$ cat config.mk
export PLATFORM = sky130hd
export DESIGN_NAME = rail_group_sequencer
export DESIGN_NICKNAME = d
export VERILOG_FILES = /design/src/rtl/rgs_pkg.sv /design/src/rtl/rgs_ramp_timer.sv /design/src/rtl/rgs_rail_decode.sv /design/src/rtl/rgs_seq_fsm.sv /design/src/rtl/rail_group_sequencer.sv
export SDC_FILE = /design/constraint.sdc
export NUM_CORES = 1
export LEC_CHECK = 0
export ABC_AREA = 0
export BUFFER_PORTS_ARGS = -buffer_cell sky130_fd_sc_hd__buf_4
export CORE_ASPECT_RATIO = 2
export CORE_MARGIN = 1
export CORE_UTILIZATION = 40
export CTS_BUF_LIST = sky130_fd_sc_hd__clkbuf_8
export DETAILED_ROUTE_END_ITERATION = 8
export GPL_ROUTABILITY_DRIVEN = 1
export GPL_TIMING_DRIVEN = 0
export REMOVE_ABC_BUFFERS = 1
export SLEW_MARGIN = 20
export SYNTH_ARGS = -nofsm -noshare
export SYNTH_HDL_FRONTEND = slang
export SYNTH_SLANG_ARGS = --single-unit
$ cat constraint.sdc
create_clock -name clk -period 2.2 [get_ports clk]
set_input_delay 0.33 -clock clk [delete_from_list [all_inputs] [get_ports clk]]
set_output_delay 0.33 -clock clk [all_outputs]
set_load 0.02 [all_outputs]
$ cat src/rtl/rgs_pkg.sv
package rgs_pkg;

  typedef enum logic [3:0] {
    S_OFF, S_UP_CORE, S_UP_G1, S_UP_G2, S_UP_G3,
    S_ON, S_DN_G3, S_DN_G2, S_DN_G1, S_DN_CORE
  } seq_state_e;

  function automatic logic is_ramp_up(seq_state_e s);
    return (s == S_UP_CORE) || (s == S_UP_G1) || (s == S_UP_G2) || (s == S_UP_G3);
  endfunction

  // Next step once the current group reports good.
  function automatic seq_state_e up_successor(seq_state_e s, logic merged);
    seq_state_e r;
    case (s)
      S_UP_CORE: r = S_UP_G1;
      S_UP_G1:   r = S_UP_G2;
      S_UP_G2:   r = merged ? S_ON : S_UP_G3;
      default:   r = S_ON;
    endcase
    return r;
  endfunction

  // Shutdown entry point from a ramp step: highest enabled group first.
  function automatic seq_state_e retreat_from(seq_state_e s, logic merged);
    seq_state_e r;
    case (s)
      S_UP_CORE: r = S_DN_CORE;
      S_UP_G1:   r = S_DN_G1;
      S_UP_G2:   r = merged ? S_DN_G3 : S_DN_G2;
      default:   r = S_DN_G3;
    endcase
    return r;
  endfunction

  function automatic seq_state_e down_successor(seq_state_e s, logic merged);
    seq_state_e r;
    case (s)
      S_DN_G3: r = merged ? S_DN_G1 : S_DN_G2;
      S_DN_G2: r = S_DN_G1;
      S_DN_G1: r = S_DN_CORE;
      default: r = S_OFF;
    endcase
    return r;
  endfunction

endpackage

$ cat src/rtl/rgs_ramp_timer.sv
module rgs_ramp_timer #(
  parameter int TW          = 8,
  parameter int FAST_BUDGET = 2500000
) (
  input  logic          clk,
  input  logic          rst_n,
  input  logic          restart,
  input  logic          up_phase,
  input  logic          fast_en,
  input  logic [TW-1:0] limit,
  output logic          step_expired,
  output logic          budget_expired
);
  localparam int BW = $clog2(FAST_BUDGET + 1);
  localparam logic [TW-1:0] STEP_MAX = {TW{1'b1}};
  localparam logic [BW-1:0] TOT_MAX  = {BW{1'b1}};

  logic [TW-1:0] step_cnt;
  logic [BW-1:0] tot_cnt;

  always_ff @(posedge clk or negedge rst_n) begin
    if (!rst_n) begin
      step_cnt <= '0;
    end else if (restart) begin
      step_cnt <= '0;
    end else if (up_phase && step_cnt != STEP_MAX) begin
      step_cnt <= step_cnt + 1'b1;
    end
  end

  always_ff @(posedge clk or negedge rst_n) begin
    if (!rst_n) begin
      tot_cnt <= '0;
    end else if (!up_phase) begin
      tot_cnt <= '0;
    end else if (tot_cnt != TOT_MAX) begin
      tot_cnt <= tot_cnt + 1'b1;
    end
  end

  assign step_expired   = up_phase && (step_cnt >= limit);
  assign budget_expired = fast_en && up_phase && (tot_cnt >= BW'(FAST_BUDGET));
endmodule

$ cat src/rtl/rgs_rail_decode.sv
module rgs_rail_decode
  import rgs_pkg::*;
#(
  parameter int N1 = 3,
  parameter int N2 = 2,
  parameter int N3 = 2
) (
  input  seq_state_e    state,
  input  logic          merge_q,
  input  logic          core_hi,
  input  logic          core_lo,
  input  logic [N1-1:0] g1_hi,
  input  logic [N1-1:0] g1_lo,
  input  logic [N2-1:0] g2_hi,
  input  logic [N2-1:0] g2_lo,
  input  logic [N3-1:0] g3_hi,
  input  logic [N3-1:0] g3_lo,
  output logic          en_core,
  output logic [N1-1:0] en_g1,
  output logic [N2-1:0] en_g2,
  output logic [N3-1:0] en_g3,
  output logic          up_good,
  output logic          down_clear
);
  logic g1_on, g2_on, g3_on;

  assign en_core = (state != S_OFF) && (state != S_DN_CORE);
  assign g1_on   = (state == S_UP_G1) || (state == S_UP_G2) || (state == S_UP_G3) ||
                   (state == S_ON) || (state == S_DN_G3) || (state == S_DN_G2);
  assign g2_on   = (state == S_UP_G2) || (state == S_UP_G3) || (state == S_ON) ||
                   ((state == S_DN_G3) && !merge_q);
  assign g3_on   = (state == S_UP_G3) || (state == S_ON) ||
                   ((state == S_UP_G2) && merge_q);

  for (genvar i = 0; i < N1; i++) begin : g_en1
    assign en_g1[i] = g1_on;
  end
  for (genvar i = 0; i < N2; i++) begin : g_en2
    assign en_g2[i] = g2_on;
  end
  for (genvar i = 0; i < N3; i++) begin : g_en3
    assign en_g3[i] = g3_on;
  end

  always_comb begin
    case (state)
      S_UP_CORE: up_good = core_hi;
      S_UP_G1:   up_good = &g1_hi;
      S_UP_G2:   up_good = (&g2_hi) && (!merge_q || (&g3_hi));
      S_UP_G3:   up_good = &g3_hi;
      default:   up_good = 1'b0;
    endcase
    case (state)
      S_DN_G3:   down_clear = (&g3_lo) && (!merge_q || (&g2_lo));
      S_DN_G2:   down_clear = &g2_lo;
      S_DN_G1:   down_clear = &g1_lo;
      S_DN_CORE: down_clear = core_lo;
      default:   down_clear = 1'b0;
    endcase
  end
endmodule

$ cat src/rtl/rgs_seq_fsm.sv
module rgs_seq_fsm
  import rgs_pkg::*;
(
  input  logic       clk,
  input  logic       rst_n,
  input  logic       pwr_req,
  input  logic       merge_23,
  input  logic       up_good,
  input  logic       down_clear,
  input  logic       step_expired,
  input  logic       budget_expired,
  output seq_state_e state,
  output logic       merge_q,
  output logic       fault_q,
  output logic       ready_q,
  output logic       state_chg,
  output logic       up_phase,
  output logic       timeout_evt,
  output logic       abort_evt
);
  seq_state_e nxt;

  always_comb begin
    nxt         = state;
    timeout_evt = 1'b0;
    abort_evt   = 1'b0;
    if (state == S_OFF) begin
      if (pwr_req && !fault_q) nxt = S_UP_CORE;
    end else if (is_ramp_up(state)) begin
      if (!pwr_req) begin
        nxt       = retreat_from(state, merge_q);
        abort_evt = 1'b1;
      end else if (up_good) begin
        nxt = up_successor(state, merge_q);
      end else if (step_expired || budget_expired) begin
        nxt         = retreat_from(state, merge_q);
        timeout_evt = 1'b1;
      end
    end else if (state == S_ON) begin
      if (!pwr_req) nxt = S_DN_G3;
    end else begin
      if (down_clear) nxt = down_successor(state, merge_q);
    end
  end

  assign state_chg = (nxt != state);
  assign up_phase  = is_ramp_up(state);

  always_ff @(posedge clk or negedge rst_n) begin
    if (!rst_n) begin
      state   <= S_OFF;
      merge_q <= 1'b0;
      fault_q <= 1'b0;
      ready_q <= 1'b0;
    end else begin
      state   <= nxt;
      ready_q <= (state == S_ON);
      if (state == S_OFF) merge_q <= merge_23;
      if (timeout_evt) fault_q <= 1'b1;
      else if (state == S_OFF && !pwr_req) fault_q <= 1'b0;
    end
  end
endmodule

$ cat src/rtl/rail_group_sequencer.sv
module rail_group_sequencer
  import rgs_pkg::*;
#(
  parameter int N1          = 3,
  parameter int N2          = 2,
  parameter int N3          = 2,
  parameter int TW          = 8,
  parameter int FAST_BUDGET = 2500000
) (
  input  logic          clk,
  input  logic          rst_n,
  input  logic          pwr_req,
  input  logic          merge_23,
  input  logic          fast_cfg,
  input  logic [TW-1:0] step_limit,
  input  logic          core_hi,
  input  logic          core_lo,
  input  logic [N1-1:0] g1_hi,
  input  logic [N1-1:0] g1_lo,
  input  logic [N2-1:0] g2_hi,
  input  logic [N2-1:0] g2_lo,
  input  logic [N3-1:0] g3_hi,
  input  logic [N3-1:0] g3_lo,
  output logic          en_core,
  output logic [N1-1:0] en_g1,
  output logic [N2-1:0] en_g2,
  output logic [N3-1:0] en_g3,
  output logic          io_tristate,
  output logic          ready,
  output logic          fault
);
  seq_state_e state;
  logic merge_q, fault_q, ready_q, state_chg, up_phase;
  logic up_good, down_clear, step_expired, budget_expired;
  logic timeout_evt, abort_evt;

  rgs_seq_fsm u_fsm (
    .clk(clk), .rst_n(rst_n), .pwr_req(pwr_req), .merge_23(merge_23),
    .up_good(up_good), .down_clear(down_clear),
    .step_expired(step_expired), .budget_expired(budget_expired),
    .state(state), .merge_q(merge_q), .fault_q(fault_q), .ready_q(ready_q),
    .state_chg(state_chg), .up_phase(up_phase),
    .timeout_evt(timeout_evt), .abort_evt(abort_evt)
  );

  rgs_ramp_timer #(.TW(TW), .FAST_BUDGET(FAST_BUDGET)) u_timer (
    .clk(clk), .rst_n(rst_n), .restart(state_chg), .up_phase(up_phase),
    .fast_en(fast_cfg), .limit(step_limit),
    .step_expired(step_expired), .budget_expired(budget_expired)
  );

  rgs_rail_decode #(.N1(N1), .N2(N2), .N3(N3)) u_decode (
    .state(state), .merge_q(merge_q),
    .core_hi(core_hi), .core_lo(core_lo),
    .g1_hi(g1_hi), .g1_lo(g1_lo), .g2_hi(g2_hi), .g2_lo(g2_lo),
    .g3_hi(g3_hi), .g3_lo(g3_lo),
    .en_core(en_core), .en_g1(en_g1), .en_g2(en_g2), .en_g3(en_g3),
    .up_good(up_good), .down_clear(down_clear)
  );

  assign io_tristate = (state != S_ON);
  assign ready       = ready_q && (state == S_ON);
  assign fault       = fault_q;
endmodule

; ---- Word-level counts from Yosys, hierarchy flattened
; Cells that the tools add are included.
[totals]
input_bits = 29
output_inout_bits = 11
reg_bits = 37
elab_cells = 94
[classes]
n_reduce_logical = 41
eq_ne = 15
order_cmp = 2
n_addsub = 2
mux = 28
[op_table]
columns = cell, n
row1 = $mux 22, 2
row2 = $mux 4, 10
row3 = $pmux 4 s3, 3
row4 = $add 22x1->22 const B, 1
row5 = $ge 22x22->1 const B, 1
row6 = $ne 22x22->1 const B, 1
row7 = $eq 4x3->1 const B, 4
row8 = $logic_or 1x1->1, 16
row9 = $mux 8, 2
row10 = $logic_and 1x1->1, 12
row11 = $mux 1, 9
row12 = $add 8x1->8 const B, 1
row13 = $eq 4x2->1 const B, 2
row14 = $eq 4x4->1 const B, 2
row15 = $ge 8x8->1, 1
row16 = $ne 8x8->1 const B, 1
row17 = $pmux 1 s4, 2
row18 = $reduce_and 2->1, 4
row19 = $reduce_and 3->1, 2
row20 = $eq 4x1->1 const B, 1
row21 = $logic_not 4->1, 1
row22 = $ne 4x3->1 const B, 1
row23 = $ne 4x4->1, 1
row24 = $ne 4x4->1 const B, 1
row25 = 4 further kinds, 7

; ---- Longest topological paths before layout
[depth]
depth_word = 14
mapped_depth = 11

; ---- Cells and area by module
; Synthesis repeated with hierarchy kept, for this count alone.
[hier_totals]
cells_unflattened = 352
area_unflattened_um2 = 2964.1
[by_module_without_submodules]
columns = mod, instances, area_each_um2, seq_area_each_um2, cells_per_inst
row1 = rgs_ramp_timer, 1, 1991.9, 750.7, 222
row2 = rgs_seq_fsm, 1, 686.9, 175.2, 87
row3 = rgs_rail_decode, 1, 247.7, 0.0, 40
row4 = rail_group_sequencer, 1, 37.5, 0.0, 3

; ---- Worst setup path before layout
; No wires, ideal clock.
[synth_path]
kind = register to register
start = register u_timer.tot_cnt[19]
end = register u_timer.step_cnt[0]
t_arrival_ns = 2.142
period_less_slack_ns = 2.287
path_stages_with_launch = 10
slack_ns = -0.087
path_buffers = 2
required_time_ns = 2.055
setup_time_ns = 0.145
path_cell_list = dfrtp_1 buf_6 or4_1 a211oi_1 o32a_1 and3_1 buf_4 nor2_1 a2111oi_4 nor3_1
[synth_via]
elab_chain_cells = 10
[synth_rtl]
columns = item, line
row1 = from (decl), rgs_ramp_timer.sv:19  ; logic [BW-1:0] tot_cnt;
row2 = from (signal assigned), rgs_ramp_timer.sv:37  ; tot_cnt <= tot_cnt + 1'b1;
row3 = $ge 22x22->1 *, rgs_ramp_timer.sv:42  ; assign budget_expired = fast_en && up_phase && (tot_cnt >= BW'(FAST_BUDGET));
row4 = $logic_and 1x1->1 *, rgs_ramp_timer.sv:42
row5 = $logic_or 1x1->1 *, rgs_seq_fsm.sv:35  ; end else if (step_expired || budget_expired) begin
row6 = $mux 4 *, rgs_seq_fsm.sv:35
row7 = $mux 4 *, rgs_seq_fsm.sv:33  ; end else if (up_good) begin
row8 = $mux 4 *, rgs_seq_fsm.sv:30  ; if (!pwr_req) begin
row9 = $mux 4 *, rgs_seq_fsm.sv:29  ; end else if (is_ramp_up(state)) begin
row10 = $mux 4 *, rgs_seq_fsm.sv:27  ; if (state == S_OFF) begin
row11 = $ne 4x4->1 *, rgs_seq_fsm.sv:46  ; assign state_chg = (nxt != state);
row12 = $mux 8 / $reduce_bool 2->1 (equally long branches), --
row13 = to (signal assigned), rgs_ramp_timer.sv:27  ; step_cnt <= step_cnt + 1'b1;
row14 = to (decl), rgs_ramp_timer.sv:18  ; logic [TW-1:0] step_cnt;
; Mark *: on every way between the ends. The rest lies on a longest branch, timed or not.
; A chain may end at the register's enable or synchronous reset.

; ---- Worst setup path after layout
[layout_path]
start = register u_fsm.state[3]
end = register u_timer.step_cnt[4]
[layout_via]
elab_chain_cells = 14
[layout_rtl]
columns = item, line
row1 = from (decl), rgs_seq_fsm.sv:12  ; output seq_state_e state,
row2 = from (signal assigned), rgs_seq_fsm.sv:56  ; state <= nxt;
row3 = $eq 4x1->1 / $eq 4x2->1 (equally long branches), --
row4 = $logic_or 1x1->1 (3 in series), rgs_pkg.sv:9  ; return (s == S_UP_CORE) || (s == S_UP_G1) || (s == S_UP_G2) || (s == S_UP_G3);
row5 = $logic_and 1x1->1 (2 in series), rgs_ramp_timer.sv:42
row6 = $logic_or 1x1->1, rgs_seq_fsm.sv:35
row7 = $mux 4, rgs_seq_fsm.sv:35
row8 = $mux 4, rgs_seq_fsm.sv:33
row9 = $mux 4, rgs_seq_fsm.sv:30
row10 = $mux 4, rgs_seq_fsm.sv:29
row11 = $mux 4, rgs_seq_fsm.sv:27
row12 = $ne 4x4->1, rgs_seq_fsm.sv:46
row13 = $mux 8 / $reduce_bool 2->1 (equally long branches), --
; Several ways; a longest one is shown, not always the timed one.

==> impl_results.md <==
- Worst Path Max Fanout: 8
- Largest net degree at the start of global routing: 38
- GP Congestion: 0.942
- Final Max Tran Viols: 0
- 1st-iter DRT viols: 132
- Cell Area, Synth: 2860 µm²
- Post-synth ARST share: between 90% and 100%
- TritonCTS clock tree: built
- Worst Hold Class: input pin to asynchronous set/reset pin
- Slew headroom: 59.9%
- Die Y: about 120 µm
- Critical Path Source Type: register
- Inserted Diodes: 0
- WP buf/inv: 3
- Layout Utilization: 54.1%
- Worst-margin pin slew: 600 ps
- Placed insts: 449
- Critical path cell sequence: buf_6 -> buf_4 -> nor2b_4 -> nand4_1 -> a311o_1 -> nand2_1 -> o211ai_1 -> a2111oi_4 -> buf_6 -> nor3_2
- Longest Clk Path Bufs: 2
- Synth top area cells: dfrtp_1 32%, xor2_1 6.1%, nor2_1 5.4%
- CTS clk-pin slew, worst paths: 80 ps
- Die width: approximately 62 µm
- Crit path from: u_fsm.state[3]
- Core outline area: ~6900 µm²
- Worst setup EP type: register
- CTS root buf: clkbuf_8
- Critical Path RT: 2370 ps
- Primary FF master, synth: dfrtp_1
- Arr. time, crit path: 2530 ps
- Area share of the largest cell type after synthesis: 32.4%
- CP delay by family, top: compound AO/OA/AOI/OAI gates
- Post-route ant nets: 0
- Syn Area/Cell: 8.25 µm²
- Violated checks: hold timing, setup timing
- Tmin final: 2350 ps
- Fmax: approximately 420 MHz
- Hold bufs inserted after CTS: 0
- RSZ-0062 raised after global routing: yes
- Initial core utilization: between 40% and 50%
- Vias post-DR: ~2900
- Mapped Cells: 346
- First-pass GRT wire length: 13900 µm
- DRC Markers: 0
- Layout Skew: 9.09 ps
- Cell taking the most area after synthesis: dfrtp_1
- Syn-to-layout area delta: 31.6%
- Filler cells: 649
- MaxCap Viol Count: 0
- Drt total wl: about 8700 µm
- Largest stage delay on the critical path: around 480 ps
- CP Class: register to register
- Initial antenna violation count: 0
- Avg WL per Cell: 17.5 µm
- Cell with the most instances after synthesis: nor2_1
- GRT Total Usage: 25.1%
- Power per cell area: 1020 nW/µm²
- Yosys warns: 0
- Pre-CTS WS: -1500 ps
- Grt ovf: 0
- Reg-to-Reg Start: u_fsm.state[3]
- Post-DP HPWL: 5360 µm
- Finished Layout Cells: about 500
- Vias in the first global route: 2948
- Tcrit/Tclk final: 107%
- Synth Register Bits: 37
- Layout Nets: 449
- Pleak: roughly 1.7 nW
- Sequential area share after synthesis: between 30% and 40%
- Clock Sinks: 37
- Ports: 40
- Cell mode on critical path: buf_6
- CTS buffer count: 5
- Max H-tree Level: 2
- Total Negative Setup Slacks: -1250 ps
- PnR worst setup slack: -154 ps
- # setup viols final: 9
- Final Hold Fails: 5
- Post-synth cell types: 57
- Worst vdd ir: 755 µV
- 1st-pass router iterations: 4
- Vias per cell: 5.91
- Hold slack: -1.16 ps
- Buffers on Ports: 39
- Synth cell count leaders: 41 x nor2_1, 37 x dfrtp_1, 26 x nand2_1, 21 x nand3_1
- Share of cells above drive strength 1: 31.6%
- Die footprint: ~7500 µm²
- Flop-to-flop setup slack: -150 ps
- Status: finished with violations
- Worst path slowest cell: dfrtp_4
- Post-synth EDFFs: 0
- Worst skew pair latency: 290 ps
- Num rows: 43
-- registers in the layout, indices dropped and copies added (netlist names) --
signal,flops
u_fsm.fault_q,1
u_fsm.merge_q,1
u_fsm.ready_q,1
u_fsm.state,4
u_timer.step_cnt,8
u_timer.tot_cnt,22
-- report_power, final --
group	internal [W]	total (W)	switching, W	leakage [nW]
clock	0.000209	0.000444	0.000236	0.0399
combinational	0.00108	0.00247	0.00139	1.12
sequential	0.000779	0.000928	0.000149	0.499
-- cell families after synthesis --
| kind of cell | Yosys count | share of synthesized area (%) |
|---|---|---|
| flops | 37 | 32.4 |
| compound gates | 69 | 18.5 |
| mux | 2 | 0.745 |
| xor+xnor | 25 | 7.67 |
| fa+ha+maj | 11 | 4.82 |
| simple gates | 156 | 28.3 |
| buf+inv | 46 | 7.58 |
-- timing repair --
action                                  4_1_cts  5_1_grt
resized for setup                            37       13
pin swaps                                    20       16
endpoints found under the setup margin       41       29
cloned                                        1        0
buffers inserted                             35        7
-- per-stage QoR --
step | hold slack, ps | area (µm²) | power (W)
after detailed placement | 331 | 3120 | 0.00247
after CTS | 10.3 | 3630 | 0.00367
after floorplan | 34.4 | 2710 | 0.00193
after global placement | 326 | 3120 | 0.00245
after global routing | 29.8 | 3760 | 0.00405
final | -1.16 | 3760 | 0.00384
-- worst reg2reg max path: stages (launching register included) --
cell	delay, ps
dfrtp_4	480
buf_6	140
buf_4	140
nor2b_4	140
nand4_1	110
a311o_1	370
nand2_1	70
o211ai_1	150
a2111oi_4	370
buf_6	210
nor3_2	70
-- worst paths after layout --
check,endpoint,depth (start not counted)
max in group asynchronous,u_fsm.state[2],1
worst max register to register,u_timer.step_cnt[4],10
worst max-delay path,u_timer.step_cnt[4],10
min in group clk,u_fsm.merge_q,3
worst min register to register,u_timer.tot_cnt[6],2
worst min-delay path,u_timer.step_cnt[5],1
-- final cells by class --
class / count / area [µm²] / area share (%)
multi-input cells: 264 / 1900 / 50.6
flip-flops and latches: 37 / 943 / 25.1
clock buffers: 5 / 68.8 / 1.83
inverters: 20 / 75.1 / 2.00
clock inverters: 1 / 5.00 / 0.133
repair buffers: 81 / 652 / 17.4
well taps: 90 / 113 / 3.00
-- cell usage in the layout, fill, tap and decap left out, drive strengths merged, types with 11 or more instances in the layout --
cell type  Yosys  layout
buf           15      81
dfrtp         37      37
ha            11      11
inv           20      20
nand2         26      26
nand3         21      21
nand4         13      13
nor2          41      41
nor3          14      14
o21ai         14      14
xor2          20      20
-- layer usage --
metal | wire, µm | part of all wire, % | track usage (%) | up-vias
met1 | 2970 | 34 | 24.2 | 1432
li1 | - | - | - | 1367
met5 | 0 | 0 | 0 | -
met3 | 299 | 3.4 | 3.41 | 40
met4 | 554 | 6.3 | 16.7 | 0
met2 | 4910 | 56 | 45.8 | 106
Power figures use the tool's default switching activity.
